<file path="config.mk">
export PLATFORM = sky130hd
export DESIGN_NAME = tod_clock_top
export DESIGN_NICKNAME = d
export VERILOG_FILES = /design/src/rtl/tod_pkg.sv /design/src/rtl/tod_fall_det.sv /design/src/rtl/tod_second_step.sv /design/src/rtl/tod_edit_unit.sv /design/src/rtl/tod_clock_top.sv
export SDC_FILE = /design/constraint.sdc
export NUM_CORES = 1
export LEC_CHECK = 0
export BUFFER_PORTS_ARGS = -buffer_cell sky130_fd_sc_hd__buf_2
export CAP_MARGIN = 10
export CORE_MARGIN = 4
export CORE_UTILIZATION = 46
export DETAILED_ROUTE_END_ITERATION = 6
export GPL_ROUTABILITY_DRIVEN = 0
export HOLD_SLACK_MARGIN = 0.05
export SETUP_SLACK_MARGIN = 0.15
export SLEW_MARGIN = 30
export SYNTH_ARGS = -nofsm -noshare
export SYNTH_HDL_FRONTEND = slang
export SYNTH_SLANG_ARGS = --single-unit
</file>
<file path="constraint.sdc">
create_clock -name clk_i -period 2.2 [get_ports clk_i]
set_clock_uncertainty 0.2 [all_clocks]
set_input_delay 0.11 -clock clk_i [delete_from_list [all_inputs] [get_ports clk_i]]
set_output_delay 0.11 -clock clk_i [all_outputs]
set_load 0.01 [all_outputs]
</file>
<file path="src/rtl/tod_pkg.sv">
package tod_pkg;

    localparam int DIG_W   = 4;
    localparam int NUM_DIG = 6;
    localparam int TOD_W   = DIG_W * NUM_DIG;
    localparam int FIELD_W = 2 * DIG_W;

    typedef enum logic [1:0] {
        TOD_RUN = 2'd0,
        TOD_SET = 2'd1,
        TOD_ALM = 2'd2
    } tod_mode_e;

    typedef struct packed {
        logic [TOD_W-1:0] tod;
        logic [TOD_W-1:0] set_reg;
        logic [TOD_W-1:0] alm_reg;
        tod_mode_e        mode;
        logic             halted;
    } tod_state_t;

    // Two-digit BCD increment; returns {wrapped, next}. Wraps to 00 at {tens_max, units_max}.
    function automatic logic [FIELD_W:0] bcd_field_inc(
        input logic [FIELD_W-1:0] v,
        input logic [DIG_W-1:0]   tens_max,
        input logic [DIG_W-1:0]   units_max
    );
        logic [FIELD_W:0] r;
        if (v == {tens_max, units_max}) begin
            r = '0;
            r[FIELD_W] = 1'b1;
        end else if (v[DIG_W-1:0] == DIG_W'(9)) begin
            r = {1'b0, v[FIELD_W-1:DIG_W] + DIG_W'(1), {DIG_W{1'b0}}};
        end else begin
            r = {1'b0, v[FIELD_W-1:DIG_W], v[DIG_W-1:0] + DIG_W'(1)};
        end
        return r;
    endfunction

endpackage

</file>
<file path="src/rtl/tod_fall_det.sv">
module tod_fall_det #(
    parameter int W = 3
) (
    input  logic         clk_i,
    input  logic         rst_ni,
    input  logic [W-1:0] din_i,
    output logic [W-1:0] fall_o
);
    logic [W-1:0] prev_d, prev_q;

    always_comb begin
        prev_d = din_i;
    end

    always_ff @(posedge clk_i) begin
        if (!rst_ni) prev_q <= '0;
        else         prev_q <= prev_d;
    end

    assign fall_o = prev_q & ~din_i;
endmodule

</file>
<file path="src/rtl/tod_second_step.sv">
module tod_second_step
    import tod_pkg::*;
(
    input  logic [TOD_W-1:0] tod_i,
    output logic [TOD_W-1:0] tod_o
);
    logic [FIELD_W:0] sec_n, min_n, hr_n;

    always_comb begin
        sec_n = bcd_field_inc(tod_i[FIELD_W-1:0], DIG_W'(5), DIG_W'(9));
        min_n = bcd_field_inc(tod_i[2*FIELD_W-1:FIELD_W], DIG_W'(5), DIG_W'(9));
        hr_n  = bcd_field_inc(tod_i[3*FIELD_W-1:2*FIELD_W], DIG_W'(2), DIG_W'(3));
        tod_o = tod_i;
        tod_o[FIELD_W-1:0] = sec_n[FIELD_W-1:0];
        if (sec_n[FIELD_W]) begin
            tod_o[2*FIELD_W-1:FIELD_W] = min_n[FIELD_W-1:0];
            if (min_n[FIELD_W]) begin
                tod_o[3*FIELD_W-1:2*FIELD_W] = hr_n[FIELD_W-1:0];
            end
        end
    end
endmodule

</file>
<file path="src/rtl/tod_edit_unit.sv">
module tod_edit_unit
    import tod_pkg::*;
(
    input  logic [TOD_W-1:0] reg_i,
    input  logic             hr_inc_i,
    input  logic             min_inc_i,
    output logic [TOD_W-1:0] reg_o
);
    logic [FIELD_W:0] min_n, hr_n;

    always_comb begin
        min_n = bcd_field_inc(reg_i[2*FIELD_W-1:FIELD_W], DIG_W'(5), DIG_W'(9));
        hr_n  = bcd_field_inc(reg_i[3*FIELD_W-1:2*FIELD_W], DIG_W'(2), DIG_W'(3));
        reg_o = reg_i;
        if (min_inc_i) reg_o[2*FIELD_W-1:FIELD_W]   = min_n[FIELD_W-1:0];
        if (hr_inc_i)  reg_o[3*FIELD_W-1:2*FIELD_W] = hr_n[FIELD_W-1:0];
    end
endmodule

</file>
<file path="src/rtl/tod_clock_top.sv">
module tod_clock_top
    import tod_pkg::*;
#(
    parameter logic [2:0] RUN_CODE = 3'b110,
    parameter logic [2:0] SET_CODE = 3'b101,
    parameter logic [2:0] ALM_CODE = 3'b011
) (
    input  logic             clk_i,
    input  logic             rst_ni,
    input  logic             tick_i,
    input  logic [2:0]       mode_sw_i,
    input  logic             hold_sw_i,
    input  logic             clear_ni,
    input  logic             hr_key_i,
    input  logic             min_key_i,
    output logic [TOD_W-1:0] disp_o,
    output logic [1:0]       mode_o,
    output logic             running_o,
    output logic             chime_o,
    output logic             alarm_hit_o
);
    localparam int NUM_EDIT  = 2;
    localparam int EDGE_W    = 3;
    localparam int EDGE_HOLD = 2;
    localparam int EDGE_HR   = 1;
    localparam int EDGE_MIN  = 0;

    tod_state_t st_d, st_q;

    logic [EDGE_W-1:0] fall;
    logic [TOD_W-1:0]  tod_stepped;
    logic [TOD_W-1:0]  edit_in  [NUM_EDIT];
    logic [TOD_W-1:0]  edit_out [NUM_EDIT];
    tod_mode_e         edit_mode[NUM_EDIT];

    tod_fall_det #(.W(EDGE_W)) u_fall (
        .clk_i  (clk_i),
        .rst_ni (rst_ni),
        .din_i  ({hold_sw_i, hr_key_i, min_key_i}),
        .fall_o (fall)
    );

    tod_second_step u_step (
        .tod_i (st_q.tod),
        .tod_o (tod_stepped)
    );

    assign edit_in[0]   = st_q.set_reg;
    assign edit_in[1]   = st_q.alm_reg;
    assign edit_mode[0] = TOD_SET;
    assign edit_mode[1] = TOD_ALM;

    for (genvar g = 0; g < NUM_EDIT; g++) begin : g_edit
        tod_edit_unit u_edit (
            .reg_i     (edit_in[g]),
            .hr_inc_i  (fall[EDGE_HR]  && (st_q.mode == edit_mode[g])),
            .min_inc_i (fall[EDGE_MIN] && (st_q.mode == edit_mode[g])),
            .reg_o     (edit_out[g])
        );
    end

    always_comb begin
        st_d = st_q;
        unique case (mode_sw_i)
            RUN_CODE: st_d.mode = TOD_RUN;
            SET_CODE: st_d.mode = TOD_SET;
            ALM_CODE: st_d.mode = TOD_ALM;
            default:  st_d.mode = st_q.mode;
        endcase
        st_d.set_reg = edit_out[0];
        st_d.alm_reg = edit_out[1];
        if (fall[EDGE_HOLD]) st_d.halted = ~st_q.halted;
        if (!clear_ni) begin
            st_d.tod = '0;
        end else if (st_q.mode == TOD_SET) begin
            st_d.tod = st_q.set_reg;
        end else if ((st_q.mode == TOD_RUN) && !st_q.halted && tick_i) begin
            st_d.tod = tod_stepped;
        end
    end

    always_ff @(posedge clk_i) begin
        if (!rst_ni) begin
            st_q.tod     <= '0;
            st_q.set_reg <= '0;
            st_q.alm_reg <= '0;
            st_q.mode    <= TOD_RUN;
            st_q.halted  <= 1'b0;
        end else begin
            st_q <= st_d;
        end
    end

    logic [TOD_W-1:0] tod_now;
    logic [1:0]       mode_now;
    logic             halt_now;
    assign tod_now  = st_q.tod;
    assign mode_now = st_q.mode;
    assign halt_now = st_q.halted;

    always_comb begin
        unique case (st_q.mode)
            TOD_SET: disp_o = st_q.set_reg;
            TOD_ALM: disp_o = st_q.alm_reg;
            default: disp_o = st_q.tod;
        endcase
    end

    assign mode_o      = st_q.mode;
    assign running_o   = ~st_q.halted;
    assign chime_o     = (st_q.mode == TOD_RUN) && (st_q.tod[2*FIELD_W-1:0] <= 16'h0005);
    assign alarm_hit_o = (st_q.mode == TOD_RUN) &&
                         (st_q.tod[TOD_W-1:FIELD_W] == st_q.alm_reg[TOD_W-1:FIELD_W]);
endmodule

</file>
==> results.py, run 1 <==
metrics = {
    "run_status": {
        "status": "finished clean",
    },
    "clocking": {
        "htree_levels": 3,
        "clkSlewWorstSetupHoldPaths_ns": 0.08,
        "cts_made_buffers": 9,
        "clock_latency_ns": 0.35,
        "cts.sinks": 62,
        "cts_buffer_depth": 2,
        "cts_tree": "built",
        "root_buffer": "clkbuf_8",
    },
    "pwr": {
        "p_per_area_nw_per_um2": 482,
        "p_int_mw": 1.84,
        "pwr-share-seq_pct": 44.2,
        "leakage_nw": 2.24,
        "swShare_pct": 28.7,
        "switchingPower_uw": 741,
        "peakVddDrop_v": 0.000221,
        "p_total_mw": 2.58,
        "pwr-share-clk_pct": 39.4,
        "p_comb_share_pct": 16.4,
    },
    "final_layout": {
        "insertedDiodeCount": 0,
        "areaGrowthSynthToFinish_pct": 27.7,
        "drive_gt1_share_pct": 27.2,
        "finalNetCount": 640,
    },
    "min_path": {
        "hold_path.startpoint": "rst_ni",
        "whs_path_depth": 3,
        "min_to": "edit_in[44]",
        "hold_class": "in -> reg",
    },
    "global_routing": {
        "grt_use_total_pct": 21.0,
        "antenna_found_initial": 0,
        "grt_pass1_vias": 3754,
        "grt_pass1_wl_um": 18600,
        "grt_max_degree": 26,
        "grt-ovfl-total": 0,
    },
    "setup_path": {
        "reg2regPathDepth": 8,
        "critPathKind": "reg -> out",
        "crit_start": "tod_now[12]",
        "r2r_setup_slack_ns": 0.14,
        "cp.arrival_ns": 1.78,
        "critPathCaptureType": "output port",
        "startpoint_type": "flip-flop",
        "r2r_start": "mode_o[1]",
        "cp_slowest_cell": "dfxtp_2",
        "r2r_end": "tod_now[12]",
        "cp_cell_sequence": "inv_1 -> ha_2 -> nand3_1 -> a22o_1 -> nor4b_2 -> buf_2",
        "critical_path.max_fanout": 3,
        "crit_path_max_incr_delay_ns": 0.33,
        "crit_required_ns": 1.89,
    },
    "logic_synthesis": {
        "ys.flop_type": "dfxtp_1",
        "synthDistinctLibCells": 64,
        "syn_nets": 560,
        "synth_top_family_by_area": "simple AND/OR/NAND/NOR gates",
        "synth.avg_cell_area_um2": 8.17,
        "synthCells": 514,
        "synthMuxAreaShare_pct": 0.477,
        "synth_largest_area_cell": "dfxtp_1",
        "synth_simple_gate_area_share_pct": 25.8,
        "yosysSeqAreaShare_pct": 29.6,
        "yosys.area_share.adder_pct": 10.7,
        "synth_compound_area_share_pct": 21.8,
        "synthXorXnorAreaFrac_pct": 6.26,
        "ys.warnings.count": 0,
        "synthTopCellsByArea": "dfxtp_1 (30%), ha_1 (11%), nor2_1 (4.4%), nand2_1 (4.1%), xnor2_1 (4.0%)",
        "synth_area_um2": 4200,
        "netlist.area_leader.share_pct": 29.6,
        "ys_ff_latch": 62,
        "synth_edf_count": 0,
        "netlist_top_cells_count": "dfxtp_1 (62), nor2_1 (49), nand2_1 (46)",
        "synth_most_common_cell": "dfxtp_1",
        "synth-async-reset-ratio_pct": 0,
    },
    "route": {
        "wl_per_cell_um": 17.3,
        "totalWireLength_um": 12200,
        "vias": 4132,
        "vias_per_cell": 5.84,
        "drt_pre_antenna_iters": 5,
        "ant_nets": 0,
        "drtIter0Drc": 209,
        "drc": 0,
    },
    "timing": {
        "tightest_slew_ns": 0.481,
        "period_needed_ns": 2.09,
        "fin_crit_sh_pct": 95.2,
        "fin_tns_setup_ns": 0,
        "rsz0062_at_grt": "yes",
        "maxSlewViolCount": 0,
        "final-hold-violation-count": 0,
        "max_freq_mhz": 478,
        "slew_headroom_pct": 67.8,
        "setup_violations": 0,
    },
    "place": {
        "dp_hpwl_um": 8140,
        "io_buffers": 38,
    },
    "floorplan": {
        "coreArea_um2": 8810,
        "die_width_um": 104,
        "core.rowCount": 34,
        "ios": 39,
        "die-area_um2": 10700,
        "fp.dieH_um": 104,
        "initial_core_util_pct": 47.7,
    },
    "job": {
        "maxCapViolations": 0,
    },
}
[worst max-delay path by stage]
stage                        endpoint  slack [ns]  depth (start not counted)
after floorplan           tod_now[21]        0.15                          6
after global placement    tod_now[21]        0.09                          6
after detailed placement  tod_now[21]        0.04                          6
after CTS                     chime_o        0.07                          7
after global routing      tod_now[12]       0.008                          8
final                         chime_o        0.11                          6
[power by group through the flow]
stage	Sequential, mW	Combinational (mW)	Clock, mW
5_1_grt	1.14	0.455	1.10
4_1_cts	1.14	0.383	1.04
6_report	1.14	0.424	1.02
3_5_place_dp	1.17	0.339	0
2_1_floorplan	1.17	0.198	0
3_3_place_gp	1.17	0.337	0
[placed cells by master, fill, tap and decap left out, drive strengths merged, types with 3 or more instances in the layout]
cell | netlist | layout
o41ai | 3 | 3
a22oi | 12 | 12
inv | 27 | 27
xor2 | 11 | 11
o21ai | 22 | 22
and2 | 12 | 12
nor4 | 7 | 7
o22ai | 4 | 4
clkinvlp | 0 | 3
nand3 | 20 | 20
nor2b | 11 | 11
nand4 | 6 | 6
a221oi | 3 | 3
dfxtp | 62 | 62
or3 | 6 | 6
buf | 13 | 88
a21o | 4 | 4
a21boi | 10 | 10
a211oi | 9 | 9
a31oi | 15 | 15
nand3b | 5 | 5
nand2b | 4 | 4
nor2 | 49 | 49
clkbuf | 15 | 11
a21oi | 24 | 24
and3b | 10 | 10
a311oi | 5 | 5
nand2 | 47 | 47
nor3 | 11 | 11
and3 | 4 | 4
dlygate4sd3 | 0 | 6
ha | 36 | 36
xnor2 | 19 | 19
[sequential cells by signal (all words and copies together) (netlist names)]
name and cells:
edit_in 32, halt_now 1, mode_o 2, tod_now 24, u_fall.prev_q 3
[layer usage]
layer / global-route usage [%] / vias to the layer above / part of all wire [%] / wire (um)
met5: 0 / - / 0 / 0
met1: 26.6 / 1973 / 42 / 5170
met4: 5.89 / 0 / 1.9 / 227
met3: 4.91 / 20 / 5.8 / 714
met2: 35.9 / 133 / 50 / 6100
li1: - / 2006 / - / -
[through the flow]
stage	hold slack (ns)	utilization (%)	cells	area (um2)	setup WS, ns
6_report	0.0970	60.9	707	5360	0.106
5_1_grt	0.0887	60.9	707	5360	0.00756
4_1_cts	0.0531	57.2	690	5040	0.0670
3_5_place_dp	0.148	53.2	666	4680	0.0352
3_3_place_gp	0.139	53.2	666	4680	0.0905
2_1_floorplan	0.0317	-	514	4200	0.155
[cells by family (layout without fill, tap and decap cells)]
kind of cell | after synthesis | in the layout
simple gates | 201 | 201
buf+inv | 55 | 139
fa+ha+maj | 36 | 36
compound gates | 128 | 129
flops | 62 | 62
mux | 2 | 2
xor+xnor | 30 | 30
[worst max-delay path: cells and delay by family (launching register included)]
| family | cells | cell delay [ns] |
|---|---|---|
| adders and majority gates | 1 | 0.22 |
| DFF | 1 | 0.33 |
| and+or+nand+nor | 2 | 0.38 |
| buffers and inverters | 2 | 0.29 |
| AOI/OAI and AO/OA | 1 | 0.23 |
[final cells by class]
class,count,area (um2)
inverter,27,104
tap,108,135
sequential,62,1260
clock inverter,6,62.6
multi-input combinational,398,2920
fill,800,3450
timing repair buffer,96,743
clock buffer,10,128
[timing repair]
action / CTS / global route
hold buffers: 6 / 0
cloned: 1 / 3
setup endpoints to repair: 15 / 27
endpoints found under the hold margin: 8 / 0
buffers inserted: 1 / 14
resized for setup: 19 / 48
pin swaps: 9 / 10
(Power assumes the default switching activity.)
==> run 2, diff against run 1 <==
--- a/config.mk
+++ b/config.mk
@@ -12,6 +12,7 @@
 export DETAILED_ROUTE_END_ITERATION = 6
 export GPL_ROUTABILITY_DRIVEN = 0
 export HOLD_SLACK_MARGIN = 0.05
+export PLACE_DENSITY_LB_ADDON = 0.2
 export SETUP_SLACK_MARGIN = 0.15
 export SLEW_MARGIN = 30
 export SYNTH_ARGS = -nofsm -noshare
==> constraint.sdc (replaced) <==
create_clock -name clk_i -period 2.2 [get_ports clk_i]
set_clock_uncertainty 0.2 [all_clocks]
set_input_delay 0.22 -clock clk_i [delete_from_list [all_inputs] [get_ports clk_i]]
set_output_delay 0.22 -clock clk_i [all_outputs]
set_load 0.01 [all_outputs]
==> run 2 against run 1 <==
The run now ends with setup timing left. Worst hold slack better by 0.039 ns. Critical path depth shrank 1. Worst setup slack got worse by 0.11 ns. Fmax decreased by 4.9%. Routed wire length grew 6.4%. Die area did not move. Non-clock buffer count is 1 higher. First-iteration DRC count fell by 20%. Cell area grew 8.2%. Sequential share of layout area shrank 1.6 points. Register-to-register slack is essentially flat. Critical path type unchanged. Critical endpoint is now alarm_hit_o. Largest power group is now the clock network.
==> results.py, run 2 (same netlist as run 1, synthesis figures left out) <==
metrics = {
    "timing": {
        "max_freq_mhz": 454,
        "tightest_slew_ns": 0.586,
        "final-hold-violation-count": 0,
        "slew_headroom_pct": 60.8,
        "fin_tns_setup_ns": -0.00136,
        "rsz0062_at_grt": "yes",
        "maxSlewViolCount": 0,
        "fin_crit_sh_pct": 100,
        "period_needed_ns": 2.20,
        "setup_violations": 1,
        "finalWorstSetupSlack_ns": -0.00136,
    },
    "clocking": {
        "cts_buffer_depth": 2,
        "cts.sinks": 62,
        "cts_tree": "built",
        "root_buffer": "clkbuf_8",
        "cts_made_buffers": 9,
        "clock_latency_ns": 0.35,
        "htree_levels": 3,
        "clkSlewWorstSetupHoldPaths_ns": 0.07,
    },
    "setup_path": {
        "reg2regPathDepth": 7,
        "critPathKind": "reg -> out",
        "r2r_end": "tod_now[14]",
        "cp_slowest_cell": "dfxtp_1",
        "critical_path.max_fanout": 6,
        "cp_cell_sequence": "xor2_1 -> nor4_1 -> nand4_1 -> nor4_2 -> buf_2",
        "critPathCaptureType": "output port",
        "crit_required_ns": 1.78,
        "cp_num_buf_inv": 1,
        "startpoint_type": "flip-flop",
        "cp.depth": 5,
        "cp.arrival_ns": 1.78,
        "r2r_start": "tod_now[4]",
        "path_delay_family": "simple AND/OR/NAND/NOR gates",
        "r2r_setup_slack_ns": 0.13,
        "crit_path_max_incr_delay_ns": 0.47,
    },
    "floorplan": {
        "die_width_um": 104,
        "initial_core_util_pct": 47.7,
        "coreArea_um2": 8810,
        "die-area_um2": 10700,
        "core.rowCount": 34,
        "fp.dieH_um": 104,
        "ios": 39,
    },
    "global_routing": {
        "grt_max_degree": 26,
        "antenna_found_initial": 0,
        "grt-ovfl-total": 0,
        "grt-busiest-layer": "met2",
        "use_met2_pct": 36.7,
        "grt_pass1_wl_um": 19200,
        "grt_use_total_pct": 21.6,
        "grt_pass1_vias": 3909,
        "use_met1_pct": 27.1,
        "gr-usage-met3_pct": 4.48,
    },
    "place": {
        "io_buffers": 38,
        "dp_hpwl_um": 8060,
    },
    "min_path": {
        "min_to": "mode_o[1]",
        "hold_path.startpoint": "mode_sw_i[0]",
        "whs_path_depth": 4,
        "hold_class": "in -> reg",
    },
    "pwr": {
        "p_per_area_nw_per_um2": 511,
        "leakage_nw": 2.36,
        "p_total_mw": 2.96,
        "peakVddDrop_v": 0.000255,
    },
    "route": {
        "vias": 4180,
        "drtIter0Drc": 168,
        "vias_per_cell": 5.90,
        "totalWireLength_um": 13000,
        "wl_per_cell_um": 18.3,
        "drt_pre_antenna_iters": 6,
        "ant_nets": 0,
        "drc": 0,
    },
    "job": {
        "maxCapViolations": 0,
    },
    "run_status": {
        "violations": "setup timing",
        "status": "finished, violations left",
    },
    "final_layout": {
        "drive_gt1_share_pct": 35.3,
        "insertedDiodeCount": 0,
        "mostFrequentLayoutCells": "dfxtp_1 (46), nand2_1 (42), buf_4 (39)",
        "finalNetCount": 642,
        "areaGrowthSynthToFinish_pct": 38.1,
        "final_common_cell": "dfxtp_1",
        "largest_reg_flops": 32,
    },
}
[run 2: cell types whose count changed in the layout (fill, tap and decap cells not counted), moves of 4 or more]
| cell | change |
|---|---|
| a21oi_1 | -8 |
| a21oi_2 | +8 |
| a22oi_1 | -7 |
| a22oi_2 | +7 |
| dfxtp_4 | +4 |
| nor2_1 | -15 |
| nor2_4 | +13 |
[run 2: layout make-up]
cell class	count	area, um2
multi-input combinational	399	3200
fill	703	3010
sequential	62	1280
timing repair buffer	97	820
clock buffer	11	151
tap	108	135
inverter	27	109
clock inverter	5	105
[run 2: where the power goes]
group          switching [mW]  leakage (nW)  internal [mW]
Clock                   0.494         0.122          0.814
Sequential             0.0124         0.511           1.13
Combinational           0.280          1.73          0.232
Total                   0.786          2.36           2.17
[run 2: through the flow]
stage | instances | area (um2) | utilization, % | hold WS, ns | setup WS, ns
final | 709 | 5800 | 65.9 | 0.136 | -0.00136
after global routing | 709 | 5800 | 65.9 | 0.144 | -0.0813
after CTS | 693 | 5200 | 59.1 | 0.119 | -0.0101
after detailed placement | 660 | 4640 | 52.7 | 0.250 | 0.0000293
after global placement | 660 | 4640 | 52.7 | 0.247 | 0.0636
after floorplan | 514 | 4210 | - | 0.142 | 0.151
[run 2: worst max path at each step]
stage,from,to
after floorplan,mode_o[1],disp_o[19]
final,edit_in[13],alarm_hit_o
after global placement,mode_o[0],tod_now[21]
after detailed placement,mode_o[1],tod_now[21]
after CTS,tod_now[12],chime_o
after global routing,edit_in[13],alarm_hit_o
[run 2: per-layer routing]
layer	wire [um]	up-vias
met2	6360	133
li1	-	2014
met3	633	22
met1	5760	2011
met5	0	-
met4	247	0
[run 2: repair_timing]
action,CTS,global route
setup endpoints to repair,27,37
pin swaps,11,23
hold buffers,5,0
cloned,2,7
gates resized for setup,45,95
setup buffers,10,9
hold endpoints to repair,6,0
[run 2: worst min-delay path: stages]
cell     delay, ns
buf_2         0.12
xor2_1        0.08
o22ai_1       0.11
and2_1        0.13
==> run 3, diff against run 2 <==
--- a/config.mk
+++ b/config.mk
@@ -5,6 +5,7 @@
 export SDC_FILE = /design/constraint.sdc
 export NUM_CORES = 1
 export LEC_CHECK = 0
+export ABC_AREA = 1
 export BUFFER_PORTS_ARGS = -buffer_cell sky130_fd_sc_hd__buf_2
 export CAP_MARGIN = 10
 export CORE_MARGIN = 4
==> run 3 against run 2 <==
The flow now finishes without violations. Worst hold slack worse by 0.080 ns. Worst setup slack improved by 0.14 ns. First-iteration DRC count grew 100%. Synthesized cell count increased by 21%. Register-to-register slack better by 0.15 ns. Clock-buffer cell count up 2. Combinational power shrank 47%. Final cell count rose by 13%. Sequential cell count did not move. Cell area is 10% lower. Sequential power about the same.
==> results.py, run 3 <==
metrics = {
    "timing": {
        "fin_tns_setup_ns": 0,
        "maxSlewViolCount": 0,
        "tightest_slew_ns": 0.393,
        "slew_headroom_pct": 73.8,
        "fin_crit_sh_pct": 93.7,
        "max_freq_mhz": 485,
        "setup_violations": 0,
        "period_needed_ns": 2.06,
        "hold_ws_ns": 0.0557,
        "final-hold-violation-count": 0,
        "rsz0062_at_grt": "yes",
    },
    "logic_synthesis": {
        "netlist.area_leader.share_pct": 29.8,
        "synth.avg_cell_area_um2": 6.69,
        "ys_ff_latch": 62,
        "ys.flop_type": "dfxtp_1",
        "synth_most_common_cell": "nand2_1",
        "synth_edf_count": 0,
        "syn_nets": 669,
        "synthCells": 623,
        "synth_largest_area_cell": "dfxtp_1",
        "synth-async-reset-ratio_pct": 0,
        "ys.warnings.count": 0,
        "synth_area_um2": 4170,
        "synthDistinctLibCells": 34,
        "yosysSeqAreaShare_pct": 29.8,
        "netlist_top_cells_count": "nand2_1 (129), nor2_1 (92), inv_1 (82)",
        "synthTopCellsByArea": "dfxtp_1 (30%), nand2_1 (12%), ha_1 (11%), nor2_1 (8.3%), o21ai_0 (7.7%)",
    },
    "clocking": {
        "cts_buffer_depth": 2,
        "clkSlewWorstSetupHoldPaths_ns": 0.07,
        "cts.sinks": 62,
        "cts_tree": "built",
        "htree_levels": 3,
        "clock_latency_ns": 0.36,
        "cts_made_buffers": 9,
        "root_buffer": "clkbuf_8",
    },
    "floorplan": {
        "coreArea_um2": 8760,
        "die_width_um": 103,
        "core.rowCount": 34,
        "initial_core_util_pct": 47.5,
        "fp.dieH_um": 103,
        "ios": 39,
        "die-area_um2": 10600,
    },
    "final_layout": {
        "layout.cells.non_filler": 798,
        "areaGrowthSynthToFinish_pct": 25.1,
        "mostFrequentLayoutCells": "nand2_1 (118), nor2_1 (91), inv_1 (65)",
        "final_util_pct": 59.5,
        "insertedDiodeCount": 0,
        "final_common_cell": "nand2_1",
        "finalNetCount": 731,
        "multi_input_area_um2": 2750,
        "drive_gt1_share_pct": 23.2,
        "fillers": 801,
        "seqCellArea_um2": 1260,
        "largest_reg_flops": 32,
    },
    "min_path": {
        "hold_class": "in -> reg",
    },
    "job": {
        "maxCapViolations": 0,
    },
    "setup_path": {
        "crit_start": "mode_o[0]",
        "reg2regPathDepth": 10,
        "cp_slowest_cell": "dfxtp_4",
        "cp.arrival_ns": 1.64,
        "r2r_setup_slack_ns": 0.28,
        "crit_path_max_incr_delay_ns": 0.38,
        "r2r_start": "mode_o[0]",
        "r2r_end": "edit_in[15]",
        "startpoint_type": "flip-flop",
        "endpoint": "disp_o[17]",
        "critPathCaptureType": "output port",
        "crit_required_ns": 1.78,
        "critPathKind": "reg -> out",
        "critical_path.max_fanout": 5,
        "cp_cell_sequence": "inv_4 -> ha_4 -> buf_12 -> nor2_4 -> a31oi_4 -> buf_6",
    },
    "pwr": {
        "switchingPower_uw": 641,
        "leakage_nw": 2.35,
        "p_int_mw": 1.97,
        "p_per_area_nw_per_um2": 501,
        "p_total_mw": 2.61,
        "pwr-share-seq_pct": 43.6,
        "swShare_pct": 24.6,
        "pwr-share-clk_pct": 46.0,
        "peakVddDrop_v": 0.000267,
        "p_comb_share_pct": 10.4,
    },
    "global_routing": {
        "grt_max_degree": 21,
        "antenna_found_initial": 0,
        "grt-ovfl-total": 0,
        "grt_use_total_pct": 22.7,
        "grt_pass1_wl_um": 18900,
        "grt_pass1_vias": 3951,
    },
    "route": {
        "vias_per_cell": 5.35,
        "totalWireLength_um": 12000,
        "drt_pre_antenna_iters": 5,
        "vias": 4272,
        "wl_per_cell_um": 15.1,
        "ant_nets": 0,
        "drc": 0,
        "drtIter0Drc": 338,
    },
    "place": {
        "dp_hpwl_um": 8550,
        "io_buffers": 38,
        "dp_cells": 767,
    },
    "run_status": {
        "status": "finished clean",
    },
}
## run 3: power groups by stage
stage | clock network (mW) | logic [mW] | registers (mW)
floorplan | 0 | 0.115 | 1.16
global placement | 0 | 0.179 | 1.16
detailed placement | 0 | 0.183 | 1.16
CTS | 1.22 | 0.219 | 1.14
global route | 1.27 | 0.291 | 1.14
finish | 1.20 | 0.272 | 1.14
## run 3: layout make-up
cell class	count	area share (%)
multi-input combinational	464	52.7
sequential	62	24.2
timing repair buffer	62	9.60
inverter	86	6.39
clock buffer	13	3.24
tap	108	2.59
clock inverter	3	1.25
## run 3: worst max-delay path: cells and delay by family, from the launching register on
family	cells	cell delay (ns)
AO/OA/AOI/OAI	1	0.16
flip-flops	1	0.38
AND/OR/NAND/NOR	1	0.04
adder cells (fa/ha/maj)	1	0.37
buffers and inverters	3	0.33
## run 3: kinds of logic (layout without fill, tap and decap cells)
kind of cell / Yosys count / after routing / share of synthesized area (%)
flip-flops: 62 / 62 / 29.8
XOR/XNOR: 22 / 22 / 4.63
AND/OR/NAND/NOR: 297 / 297 / 31.7
AO/OA/AOI/OAI: 109 / 109 / 13.9
adder cells (fa/ha/maj): 36 / 36 / 10.8
buffers and inverters: 97 / 164 / 9.19
## run 3: worst min path at each step
stage | end | slack (ns) | start | depth (start not counted)
CTS | mode_o[1] | 0.06 | mode_sw_i[1] | 5
detailed placement | u_fall.prev_q[1] | 0.23 | hr_key_i | 3
global route | mode_o[1] | 0.09 | mode_sw_i[1] | 5
global placement | u_fall.prev_q[0] | 0.21 | min_key_i | 3
finish | mode_o[1] | 0.06 | mode_sw_i[1] | 5
floorplan | u_fall.prev_q[0] | 0.11 | min_key_i | 2
## run 3: metal layers
layer  vias to the layer above  global-route usage, %  share of wire [%]
li1                       2122                      -                  -
met2                       142                   35.8                 46
met4                         0                   9.26                2.2
met5                         -                      0                  0
met3                        24                   4.33                6.4
met1                      1984                   30.5                 46
## run 3: what timing repair did
action	in CTS	in global routing
pin swaps	0	6
hold endpoints to repair	6	0
endpoints found under the setup margin	18	22
hold buffers	6	0
buffers inserted	1	3
resized for setup	37	80
cloned	1	4
## run 3: stage by stage
| step | worst slack (ns) | instance area (um2) |
|---|---|---|
| 2_1_floorplan | 0.401 | 4170 |
| 6_report | 0.138 | 5210 |
| 3_3_place_gp | 0.253 | 4510 |
| 4_1_cts | 0.128 | 4920 |
| 3_5_place_dp | 0.197 | 4510 |
| 5_1_grt | 0.0603 | 5210 |
